`src/rtl/rxr_pkg.sv`:
```
package rxr_pkg;

  typedef enum logic [1:0] {
    ST_DATA = 2'd0,
    ST_WB   = 2'd1,
    ST_DROP = 2'd2
  } rxr_state_e;

  localparam int DESC_SHIFT = 4;
  localparam int WB_OFFSET  = 8;

  // log2 of the buffer size for a size code and extension bit
  function automatic logic [3:0] bsize_shift(input logic [1:0] code, input logic x16);
    case (code)
      2'd0:    return 4'd11;
      2'd1:    return x16 ? 4'd14 : 4'd10;
      2'd2:    return x16 ? 4'd13 : 4'd9;
      default: return x16 ? 4'd12 : 4'd8;
    endcase
  endfunction

  // upper 8 bytes of a descriptor: len, checksum, status, errors, special
  function automatic logic [63:0] pack_wb(input logic [15:0] len, input logic eop);
    return {16'h0000, 8'h00, 6'b000000, eop, 1'b1, 16'h0000, len};
  endfunction

endpackage

```
`src/rtl/rxr_cfg.sv`:
```
module rxr_cfg #(
  parameter int IDX_W     = 12,
  parameter int MAX_SHIFT = 14,
  localparam int RLEN_W   = IDX_W + 5,
  localparam int CNT_W    = MAX_SHIFT + 1
) (
  input  logic [1:0]        bsize_sel,
  input  logic              bsize_x16,
  input  logic [1:0]        thr_sel,
  input  logic [RLEN_W-1:0] ring_bytes,
  output logic [3:0]        buf_shift,
  output logic [CNT_W-1:0]  buf_bytes,
  output logic [IDX_W:0]    n_desc,
  output logic [IDX_W:0]    thr_cnt,
  output logic              thr_on
);
  import rxr_pkg::*;

  always_comb begin
    buf_shift = bsize_shift(bsize_sel, bsize_x16);
    buf_bytes = CNT_W'(1) << buf_shift;
    n_desc    = (IDX_W+1)'(ring_bytes >> DESC_SHIFT);
    thr_on    = (thr_sel != 2'd3);
    case (thr_sel)
      2'd0:    thr_cnt = n_desc >> 1;
      2'd1:    thr_cnt = n_desc >> 2;
      2'd2:    thr_cnt = n_desc >> 3;
      default: thr_cnt = '0;
    endcase
  end

endmodule

```
`src/rtl/rxr_ring_ptr.sv`:
```
module rxr_ring_ptr #(
  parameter int IDX_W = 12
) (
  input  logic             clk,
  input  logic             rst_n,
  input  logic             adv,
  input  logic [IDX_W-1:0] tail_idx,
  input  logic [IDX_W:0]   n_desc,
  input  logic [IDX_W:0]   thr_cnt,
  input  logic             thr_on,
  output logic [IDX_W-1:0] head_idx,
  output logic             has_room,
  output logic             low_evt
);

  logic [IDX_W-1:0] head_q;
  logic [IDX_W-1:0] head_nxt;
  logic [IDX_W:0]   free_now;
  logic [IDX_W:0]   free_prev_q;

  always_comb begin
    if (({1'b0, head_q} + 1'b1) >= n_desc) head_nxt = '0;
    else                                   head_nxt = head_q + 1'b1;

    if (tail_idx >= head_q) free_now = {1'b0, tail_idx} - {1'b0, head_q};
    else                    free_now = n_desc - {1'b0, head_q} + {1'b0, tail_idx};
  end

  always_ff @(posedge clk or negedge rst_n) begin
    if (!rst_n) begin
      head_q      <= '0;
      free_prev_q <= '0;
    end else begin
      free_prev_q <= free_now;
      if (adv) head_q <= head_nxt;
    end
  end

  assign head_idx = head_q;
  assign has_room = (head_q != tail_idx);
  assign low_evt  = thr_on && (free_now <= thr_cnt) && (free_prev_q > thr_cnt);

  AST_ADV_OWNED: assert property (@(posedge clk) disable iff (!rst_n)
    adv |-> (head_q != tail_idx));

endmodule

```
`src/rtl/rxr_wr_port.sv`:
```
module rxr_wr_port #(
  parameter int AW = 32
) (
  input  logic          clk,
  input  logic          rst_n,
  input  logic          ld,
  input  logic [AW-1:0] ld_addr,
  input  logic [63:0]   ld_data,
  input  logic [7:0]    ld_strb,
  input  logic          ld_wb,
  input  logic          ld_eop,
  output logic          free,
  input  logic          wr_ready,
  output logic          wr_valid,
  output logic [AW-1:0] wr_addr,
  output logic [63:0]   wr_data,
  output logic [7:0]    wr_strb,
  output logic          rxt_evt
);

  logic          vld_q;
  logic [AW-1:0] addr_q;
  logic [63:0]   data_q;
  logic [7:0]    strb_q;
  logic          wb_q;
  logic          eop_q;
  logic          rxt_q;

  assign free = !vld_q || wr_ready;

  always_ff @(posedge clk or negedge rst_n) begin
    if (!rst_n) begin
      vld_q  <= 1'b0;
      addr_q <= '0;
      data_q <= '0;
      strb_q <= '0;
      wb_q   <= 1'b0;
      eop_q  <= 1'b0;
      rxt_q  <= 1'b0;
    end else begin
      rxt_q <= vld_q && wr_ready && wb_q && eop_q;
      if (ld) begin
        vld_q  <= 1'b1;
        addr_q <= ld_addr;
        data_q <= ld_data;
        strb_q <= ld_strb;
        wb_q   <= ld_wb;
        eop_q  <= ld_eop;
      end else if (wr_ready) begin
        vld_q <= 1'b0;
      end
    end
  end

  assign wr_valid = vld_q;
  assign wr_addr  = addr_q;
  assign wr_data  = data_q;
  assign wr_strb  = strb_q;
  assign rxt_evt  = rxt_q;

  AST_HOLD_STABLE: assert property (@(posedge clk) disable iff (!rst_n)
    (vld_q && !wr_ready) |=> (vld_q && $stable(addr_q) && $stable(data_q) && $stable(strb_q)));
  AST_RXT_SINGLE: assert property (@(posedge clk) disable iff (!rst_n)
    rxt_q |=> !rxt_q);
  AST_WB_DONE_BIT: assert property (@(posedge clk) disable iff (!rst_n)
    (vld_q && wb_q) |-> (data_q[32] && strb_q == 8'hFF));

endmodule

```
`src/rtl/rxr_ring_writer.sv`:
```
module rxr_ring_writer #(
  parameter int AW        = 32,
  parameter int IDX_W     = 12,
  parameter int MAX_SHIFT = 14,
  localparam int RLEN_W   = IDX_W + 5,
  localparam int CNT_W    = MAX_SHIFT + 1
) (
  input  logic              clk,
  input  logic              rst_n,
  input  logic              rx_en,
  input  logic [1:0]        bsize_sel,
  input  logic              bsize_x16,
  input  logic [1:0]        thr_sel,
  input  logic [AW-1:0]     ring_base,
  input  logic [AW-1:0]     buf_base,
  input  logic [RLEN_W-1:0] ring_bytes,
  input  logic [IDX_W-1:0]  tail_idx,
  output logic [IDX_W-1:0]  head_idx,
  input  logic              in_valid,
  output logic              in_ready,
  input  logic [7:0]        in_data,
  input  logic              in_last,
  output logic              wr_valid,
  input  logic              wr_ready,
  output logic [AW-1:0]     wr_addr,
  output logic [63:0]       wr_data,
  output logic [7:0]        wr_strb,
  output logic              rxt_evt,
  output logic              low_evt,
  output logic              ovr_evt
);
  import rxr_pkg::*;

  logic [3:0]       buf_shift;
  logic [CNT_W-1:0] buf_bytes;
  logic [IDX_W:0]   n_desc;
  logic [IDX_W:0]   thr_cnt;
  logic             thr_on;
  logic             has_room;
  logic             out_free;

  rxr_state_e       state_q;
  logic [CNT_W-1:0] cnt_q;
  logic [CNT_W-1:0] cnt_inc;
  logic             in_frame_q;
  logic             eop_q;
  logic             ovr_q;

  logic             write_ok;
  logic             take;
  logic             buf_full;
  logic             ld;
  logic             adv;
  logic [AW-1:0]    byte_addr;
  logic [AW-1:0]    wb_addr;
  logic [7:0]       byte_strb;
  logic [AW-1:0]    ld_addr;
  logic [63:0]      ld_data;
  logic [7:0]       ld_strb;

  rxr_cfg #(.IDX_W(IDX_W), .MAX_SHIFT(MAX_SHIFT)) u_cfg (
    .bsize_sel (bsize_sel),
    .bsize_x16 (bsize_x16),
    .thr_sel   (thr_sel),
    .ring_bytes(ring_bytes),
    .buf_shift (buf_shift),
    .buf_bytes (buf_bytes),
    .n_desc    (n_desc),
    .thr_cnt   (thr_cnt),
    .thr_on    (thr_on)
  );

  rxr_ring_ptr #(.IDX_W(IDX_W)) u_ptr (
    .clk     (clk),
    .rst_n   (rst_n),
    .adv     (adv),
    .tail_idx(tail_idx),
    .n_desc  (n_desc),
    .thr_cnt (thr_cnt),
    .thr_on  (thr_on),
    .head_idx(head_idx),
    .has_room(has_room),
    .low_evt (low_evt)
  );

  // buffer and descriptor addresses for the current head
  assign byte_addr = buf_base + (AW'(head_idx) << buf_shift) + AW'(cnt_q);
  assign wb_addr   = ring_base + (AW'(head_idx) << DESC_SHIFT) + AW'(WB_OFFSET);

  for (genvar l = 0; l < 8; l++) begin : g_lane
    assign byte_strb[l] = (byte_addr[2:0] == 3'(l));
  end

  always_comb begin
    write_ok = (in_frame_q || rx_en) && has_room;
    cnt_inc  = cnt_q + 1'b1;
    buf_full = (cnt_inc == buf_bytes);
    case (state_q)
      ST_DATA: in_ready = write_ok ? out_free : 1'b1;
      ST_WB:   in_ready = 1'b0;
      default: in_ready = 1'b1;
    endcase
    take = in_valid && in_ready;
    adv  = (state_q == ST_WB) && out_free;
    ld   = adv || ((state_q == ST_DATA) && take && write_ok);
    if (state_q == ST_WB) begin
      ld_addr = wb_addr;
      ld_data = pack_wb(16'(cnt_q), eop_q);
      ld_strb = 8'hFF;
    end else begin
      ld_addr = byte_addr;
      ld_data = {8{in_data}};
      ld_strb = byte_strb;
    end
  end

  always_ff @(posedge clk or negedge rst_n) begin
    if (!rst_n) begin
      state_q    <= ST_DATA;
      cnt_q      <= '0;
      in_frame_q <= 1'b0;
      eop_q      <= 1'b0;
      ovr_q      <= 1'b0;
    end else begin
      ovr_q <= 1'b0;
      case (state_q)
        ST_DATA: begin
          if (take) begin
            if (write_ok) begin
              cnt_q      <= cnt_inc;
              in_frame_q <= !in_last;
              if (in_last || buf_full) begin
                eop_q   <= in_last;
                state_q <= ST_WB;
              end
            end else begin
              ovr_q      <= in_frame_q || rx_en;
              in_frame_q <= 1'b0;
              if (!in_last) state_q <= ST_DROP;
            end
          end
        end
        ST_WB: begin
          if (out_free) begin
            cnt_q   <= '0;
            state_q <= ST_DATA;
          end
        end
        default: begin
          if (take && in_last) state_q <= ST_DATA;
        end
      endcase
    end
  end

  assign ovr_evt = ovr_q;

  rxr_wr_port #(.AW(AW)) u_port (
    .clk     (clk),
    .rst_n   (rst_n),
    .ld      (ld),
    .ld_addr (ld_addr),
    .ld_data (ld_data),
    .ld_strb (ld_strb),
    .ld_wb   (state_q == ST_WB),
    .ld_eop  (eop_q),
    .free    (out_free),
    .wr_ready(wr_ready),
    .wr_valid(wr_valid),
    .wr_addr (wr_addr),
    .wr_data (wr_data),
    .wr_strb (wr_strb),
    .rxt_evt (rxt_evt)
  );

  AST_LEN_BOUND: assert property (@(posedge clk) disable iff (!rst_n)
    (state_q == ST_WB) |-> (cnt_q != '0 && cnt_q <= buf_bytes));
  AST_DROP_NO_LOAD: assert property (@(posedge clk) disable iff (!rst_n)
    (state_q == ST_DROP) |=> !(wr_valid && !$past(wr_valid)));

endmodule

```
`config.mk`:
```
export PLATFORM = sky130hd
export DESIGN_NAME = rxr_ring_writer
export DESIGN_NICKNAME = d
export VERILOG_FILES = /design/src/rtl/rxr_pkg.sv /design/src/rtl/rxr_cfg.sv /design/src/rtl/rxr_ring_ptr.sv /design/src/rtl/rxr_wr_port.sv /design/src/rtl/rxr_ring_writer.sv
export SDC_FILE = /design/constraint.sdc
export NUM_CORES = 1
export LEC_CHECK = 0
export CAP_MARGIN = 20
export CORE_MARGIN = 8
export CORE_UTILIZATION = 30
export CTS_BUF_LIST = sky130_fd_sc_hd__clkbuf_8
export DETAILED_ROUTE_END_ITERATION = 10
export DONT_BUFFER_PORTS = 1
export GPL_TIMING_DRIVEN = 0
export PLACE_DENSITY = 0.47
export SLEW_MARGIN = 20
export SYNTH_ARGS = -nofsm -noshare
export SYNTH_HDL_FRONTEND = slang
export SYNTH_SLANG_ARGS = --single-unit
```
`constraint.sdc`:
```
create_clock -name clk -period 9.4 [get_ports clk]
set_input_delay 2.35 -clock clk [delete_from_list [all_inputs] [get_ports clk]]
set_output_delay 2.35 -clock clk [all_outputs]
set_load 0.03 [all_outputs]
```
After elaboration in Yosys (flattened, before gate mapping). Cells that the tools add are included.

Multiplexer cells: 29. Shift-type cells: 2. Reduce and logical (&&, ||, !) cells: 28. $lt $le $gt $ge: 4. Add/subtract/negate cells: 10. Equal/unequal tests: 20.

Operators by type and width (count): 64-bit two-way mux (1); 15-bit two-way mux (3); 12-bit case mux with 3 select lines (1); 32-bit by 15-bit adder with 32-bit output (1); 32-bit by 16-bit adder with 32-bit output (1); 32-bit adder (1); 32-bit by 4-bit adder with 32-bit output, second input constant (1); 32-bit two-way mux (1); 12-bit by 4-bit left shift with 32-bit output (1); 15-bit case mux with 2 select lines (1); 15-bit by 1-bit adder with 15-bit output, second input constant (1); 15-bit equality test (1); 1-bit by 4-bit left shift with 15-bit output, first input constant (1); 12-bit by 1-bit adder with 13-bit output, second input constant (1); 13-bit by 12-bit adder with 13-bit output (1); 13-bit >= comparator (1); 13-bit by 12-bit greater-than comparator with 1-bit output (1); 13-bit by 12-bit <= comparator with 1-bit output (1); 13-bit two-way mux (1); 12-bit by 12-bit subtractor with 13-bit output (1); 13-bit by 12-bit subtractor with 13-bit output (1); 12-bit by 1-bit adder with 12-bit output, second input constant (1); 3-bit equality test, second input constant (4); 12-bit >= comparator (1); 26 further kinds (64).

Output and inout port bits: 121. Bits of input ports: 112. Word-level logic and storage cells: 107. Bits in registers: 153.

Depth between registers and ports, before layout.
Depth in word-level cells: 9. Depth in mapped cells: 21. Gate-level depth less buffers: 21.

Modules after synthesis. From an unflattened synthesis, not the netlist that was laid out.

Cell total of the unflattened synthesis: 1494. Area total of the unflattened synthesis: 13600.5 um^2.

Modules (own cells, without submodules): rxr_ring_writer (cells an instance 763, area an instance 5327.6 um^2, instances 1, sequential area each 500.5 um^2); rxr_wr_port (cells an instance 229, area an instance 4117.7 um^2, instances 1, sequential area each 2702.6 um^2); rxr_ring_ptr (cells an instance 428, area an instance 3629.7 um^2, instances 1, sequential area each 625.6 um^2); rxr_cfg (cells an instance 74, area an instance 525.5 um^2, instances 1, sequential area each 0.0 um^2).

Worst setup path after synthesis. OpenSTA, ideal clock, no wires.

Kind: input to output. Start: input port tail_idx[0]. End: output port low_evt. Required time: 7.050 ns. Setup slack: 0.713 ns. Path buffers: 1. Stages: 19. Arrival: 6.337 ns. Cells stage by stage: inv_1 > ha_1 > inv_2 > a21o_1 > a21o_1 > a2111oi_2 > nor3_1 > a221o_1 > a31oi_4 > buf_6 > nand2_1 > o21ai_1 > ha_1 > and4_1 > a2111oi_0 > o211ai_1 > a31oi_1 > o211ai_1 > nor3_1.

Cells in the longest elaborated chain, start to end: 5. Elaborated cells between the ends (all ways): 7. Those cells by class: add/sub (2); order compare (2); mux (1); reduce/logical (2).

Ends and longest elaborated chain: from (decl) (RTL line rxr_ring_writer.sv:17) `input logic [IDX_W-1:0] tail_idx,`; 13-bit by 12-bit adder with 13-bit output, or another cell as far along (RTL line rxr_ring_ptr.sv:26) `else free_now = n_desc - {1'b0, head_q} + {1'b0, tail_idx};`; 13-bit two-way mux (*) (RTL line rxr_ring_ptr.sv:25) `if (tail_idx >= head_q) free_now = {1'b0, tail_idx} - {1'b0, head_q};`; via u_ptr.free_now[7] (RTL line rxr_ring_ptr.sv:18) `logic [IDX_W:0] free_now;`; 13-bit by 12-bit <= comparator with 1-bit output (*) (RTL line rxr_ring_ptr.sv:41) `assign low_evt = thr_on && (free_now <= thr_cnt) && (free_prev_q > thr_cnt);`; 1-bit logical AND (*) (2 in series) (RTL line rxr_ring_ptr.sv:41); to (decl) (RTL line rxr_ring_writer.sv:29) `output logic low_evt,`.

The timed path passes the listed nets; every way through them passes the cells marked *.

Final worst setup path. Ends and elaborated chain as after synthesis.

==> parameters.txt <==
Parameter                              Value

Setup path
  Category of the worst setup path capture point    output port
  Register-to-register setup slack    around 4.6 ns
  Startpoint type of the worst setup path    input port
  Capture point of the worst reg-to-reg path    u_port.wr_addr[31]
  Library cell contributing the largest single delay on the critical path    sky130_fd_sc_hd__a221o_1
  Biggest fanout along the worst timing path    10
  Crit path arrival time    approximately 6.7 ns
  Data required time of the critical path    slightly above 7 ns
  Origin of the critical flop-to-flop path    u_ptr.head_idx[0]
  Peak per-stage delay on the critical path    about 0.42 ns
  R2R depth    15
  Startpoint-to-endpoint class of the critical path    in2out
  Ordered list of cells on the worst path    inv_1, ha_1, inv_2, a21o_1, a21o_1, a2111oi_2, nor3_1, a221o_1, a31oi_4, buf_6, nand2_1, o21ai_1, ha_1, and4_1, a2111oi_0, o211ai_1, a31oi_1, o211ai_1, nor3_4

Synth
  Flip-flop and latch count after synthesis    114
  Synth Area in Compound Gates    0.221
  Post-synthesis mux area share    0.0199
  Cell taking the most area after synthesis    sky130_fd_sc_hd__dfrtp_1
  Number of synthesis warnings    0
  Parity-gate share of the synthesized area counting xor and xnor cells    0.0598
  Post-synth EDFFs    0
  Post-Syn Area    0.0111 mm²
  Top area cells in the synthesized netlist    sky130_fd_sc_hd__dfrtp_1 26%, sky130_fd_sc_hd__ha_1 14%, sky130_fd_sc_hd__o21ai_0 4.9%
  Simple logic cell fraction of the synthesized area    0.192
  Async set or reset register ratio after synthesis    1.00
  Proportion of synthesized chip area in sequential cells    0.256
  Count of distinct cell types in the synthesized netlist    80
  Main combinational cell family by area after synthesis    compound AO/OA/AOI/OAI gates
  Number of instances in the synthesized netlist    between 1,000 and 1,500
  Portion of synthesized cell area occupied by the leading cell type    0.256
  Net count after synthesis    about 1,600
  Primary FF master, synth    sky130_fd_sc_hd__dfrtp_1
  Post-synthesis share of cell area spent on full adders, half adders and majority gates    0.177
  Synthesized area divided by synthesized cell count    8.22 µm²

STA
  Worst clock skew    about 0.025 ns
  Period utilisation layout    0.963
  Maximum clock frequency    between 100 and 150 MHz
  Max-slew violation count    0
  Final setup margin    approximately 0.34 ns
  Minimum period implied by the final worst setup slack    9.06 ns
  Accumulated negative setup slack    0 ns
  Worst hold-check slack    0.498 ns
  Measured slew at the worst slew-check pin    1.04 ns
  Final setup violating endpoints    0
  Unrepaired setup endpoints after global routing    false
  Slew HR    0.304
  Final Hold Viols    0

Cells and area
  Footprint of the multi-input gates    0.00748 mm²
  Total inserted antenna cells    0
  Fill cell count    3,897
  Non-Filler Instances    roughly 1,900
  Register area    approximately 0.0029 mm²
  Area overhead of the layout relative to synthesis    9.39%
  Fraction of layout instances using a drive strength above 1    0.0807
  Number of nets in the final layout    between 1,500 and 2,000
  Final design instance area without fill    around 0.012 mm²
  End-of-flow core utilization    0.333

Power
  Flop pwr share    0.348
  Net Switching    ~1.8 mW
  Share of total power in combinational logic    0.497
  Clock network fraction of total power    0.155
  PnR Total Power    between 3 and 4 mW
  Cell leakage power    roughly 5.6 nW
  Sw Ratio    0.536
  Power per cell area    ~280 mW/mm²
  Max rail drop VDD    0.101 mV
  Internal cell power    between 1.5 and 2 mW

Detailed routing
  Highest Signal Layer    met5
  Drt total wl    between 40,000 and 50,000 µm
  DRC violation count after routing    0
  DRC marker count from the first detailed-route iteration    between 600 and 700
  Met3 layer wire length in the routed design    approximately 3400 µm
  Vias per std cell    ~5.5
  Routed length per placed instance    around 23 µm
  Length of routed wiring on met1    19,800 µm
  Overall via count from detail_route    roughly 10,000
  Detailed-routing iteration count for the pre-antenna-repair pass    5
  Routed met2 length    between 15,000 and 20,000 µm
  Antenna violation net count after detailed routing    0

Clocking
  Skew-Pair Late Insertion Delay    roughly 0.46 ns
  TritonCTS clock tree    done
  Hold_buf cts    0
  Post-CTS setup-driven buffer insertion count    0
  Number of H-tree levels    4
  Gates resized, CTS repair    0
  Max Root-Sink Buffers    2
  Clock Sinks    approximately 110
  Clock slew at the register clock pins of the worst setup and hold paths    ~0.09 ns
  Clock root buffer    sky130_fd_sc_hd__clkbuf_8
  Clock buffers created by TritonCTS    17

Hold path
  Worst Min Path Start    u_port.eop_q
  Worst hold stages    2
  End point of the worst hold path    u_port.eop_q
  Type of the worst min-delay path    reg2reg

Floorplan
  Chip Width    209 µm
  Height of the chip    roughly 210 µm
  Core ar.    roughly 0.037 mm²
  Area enclosed by the die boundary    between 0.04 and 0.05 mm²
  Effective utilization at floorplan    0.304
  Count of standard-cell rows    70
  Top-level port count    around 230

Global route
  Total GRT Usage    0.191
  Number of antenna violations at the first check in global routing    1
  Global-route congestion overflow total    0
  Global-route wire length before repair    about 63,000 µm
  Pin count of the biggest net entering global routing    ~120
  Number of global-route vias before repair    between 9,000 and 10,000

Place
  Count of buffers inserted at the top-level ports    0
  Post-placement worst setup slack    between 0.2 and 0.25 ns
  Final weighted congestion in routability-driven placement    roughly 0.9
  Placed instance count    1,823
  Detailed Place HPWL    34,700 µm
  Cell area reported after detailed placement    ~0.012 mm²

Run status
  Outcome    finished clean

Run
  Number of max-capacitance violations reported    0
cell usage in the layout (no fill, tap or decap), drive strengths merged, types with 5 or more instances in the layout:
cell | synthesis | routed
nand2 | 131 | 131
nor2 | 127 | 127
ha | 122 | 122
o21ai | 116 | 116
dfrtp | 114 | 114
inv | 77 | 82
a21oi | 80 | 80
buf | 58 | 59
clkbuf | 37 | 56
xnor2 | 51 | 51
a21o | 38 | 38
nand3 | 34 | 34
and3 | 29 | 29
xor2 | 25 | 25
fa | 22 | 22
a31oi | 22 | 22
nor3 | 22 | 22
mux2i | 21 | 21
nand2b | 21 | 21
nor2b | 17 | 17
o21a | 16 | 16
a221o | 14 | 14
nand4 | 13 | 13
o22ai | 13 | 13
o31ai | 12 | 12
a211oi | 10 | 10
and2 | 9 | 9
a22oi | 8 | 8
or3 | 7 | 7
nor3b | 6 | 6
or4 | 5 | 5
o211ai | 5 | 5
nor4 | 5 | 5
and4 | 5 | 5
o221ai | 5 | 5
or2 | 5 | 5
a2111oi | 5 | 5
worst max path at each step:
stage	from	endpoint	slack (ns)
detailed placement	tail_idx[0]	low_evt	0.21
global route	tail_idx[0]	low_evt	0.04
finish	tail_idx[0]	low_evt	0.34
global placement	tail_idx[0]	low_evt	-0.18
CTS	tail_idx[0]	low_evt	0.19
floorplan	tail_idx[0]	low_evt	0.71
routing by layer:
metal	vias up	GRT usage
met3	40	0.0590
li1	4847	-
met4	2	0.0510
met2	333	0.299
met1	4900	0.254
met5	-	0
critical path, delay by kind of cell:
kind,cells,cell delay (ns)
AOI/OAI and AO/OA,10,2.71
and+or+nand+nor,4,0.79
adders and majority gates,2,0.51
buffers and inverters,3,0.33
cell usage after synthesis, drive strengths merged, types with 5 or more instances:
cell type,instances
a2111oi,5
a211oi,10
a21o,38
a21oi,80
a221o,14
a22oi,8
a31oi,22
and2,9
and3,29
and4,5
buf,58
clkbuf,37
dfrtp,114
fa,22
ha,122
inv,77
mux2i,21
nand2,131
nand2b,21
nand3,34
nand4,13
nor2,127
nor2b,17
nor3,22
nor3b,6
nor4,5
o211ai,5
o21a,16
o21ai,116
o221ai,5
o22ai,13
o31ai,12
or2,5
or3,7
or4,5
xnor2,51
xor2,25
logic make-up after synthesis:
kind of cell               count (synthesis)
AOI/OAI and AO/OA                        381
buffers and inverters                    172
xor gates and xnor gates                  76
DFF                                      114
and+or+nand+nor                          444
other                                      1
adders and majority gates                144
muxes                                     22
sequential cells by signal, indices dropped and copies added, names as in the netlist:
register / cells
u_port.wr_data: 25
u_port.wb_q: 1
u_port.rxt_evt: 1
u_port.wr_addr: 32
ovr_evt: 1
u_port.eop_q: 1
in_frame_q: 1
cnt_q: 15
u_port.wr_valid: 1
u_ptr.head_idx: 12
u_ptr.free_prev_q: 13
u_port.wr_strb: 8
state_q: 2
eop_q: 1
area by class of cell:
type / instances / area share
buffer: 95 / 0.0435
clock buffer: 19 / 0.0215
sequential: 114 / 0.234
timing repair buffer: 1 / 0.00123
inverter: 77 / 0.0237
multi-input combinational: 1068 / 0.614
clock inverter: 13 / 0.0140
tap: 468 / 0.0481
power by group through the flow:
stage	logic [mW]	clock network (mW)	registers, mW
after detailed placement	1.69	0	1.21
after floorplan	1.28	0	1.10
after global routing	1.87	0.563	1.22
final	1.70	0.532	1.19
after CTS	1.70	0.548	1.20
after global placement	1.68	0	1.21
No activity file was read; power rests on OpenSTA's default activity.
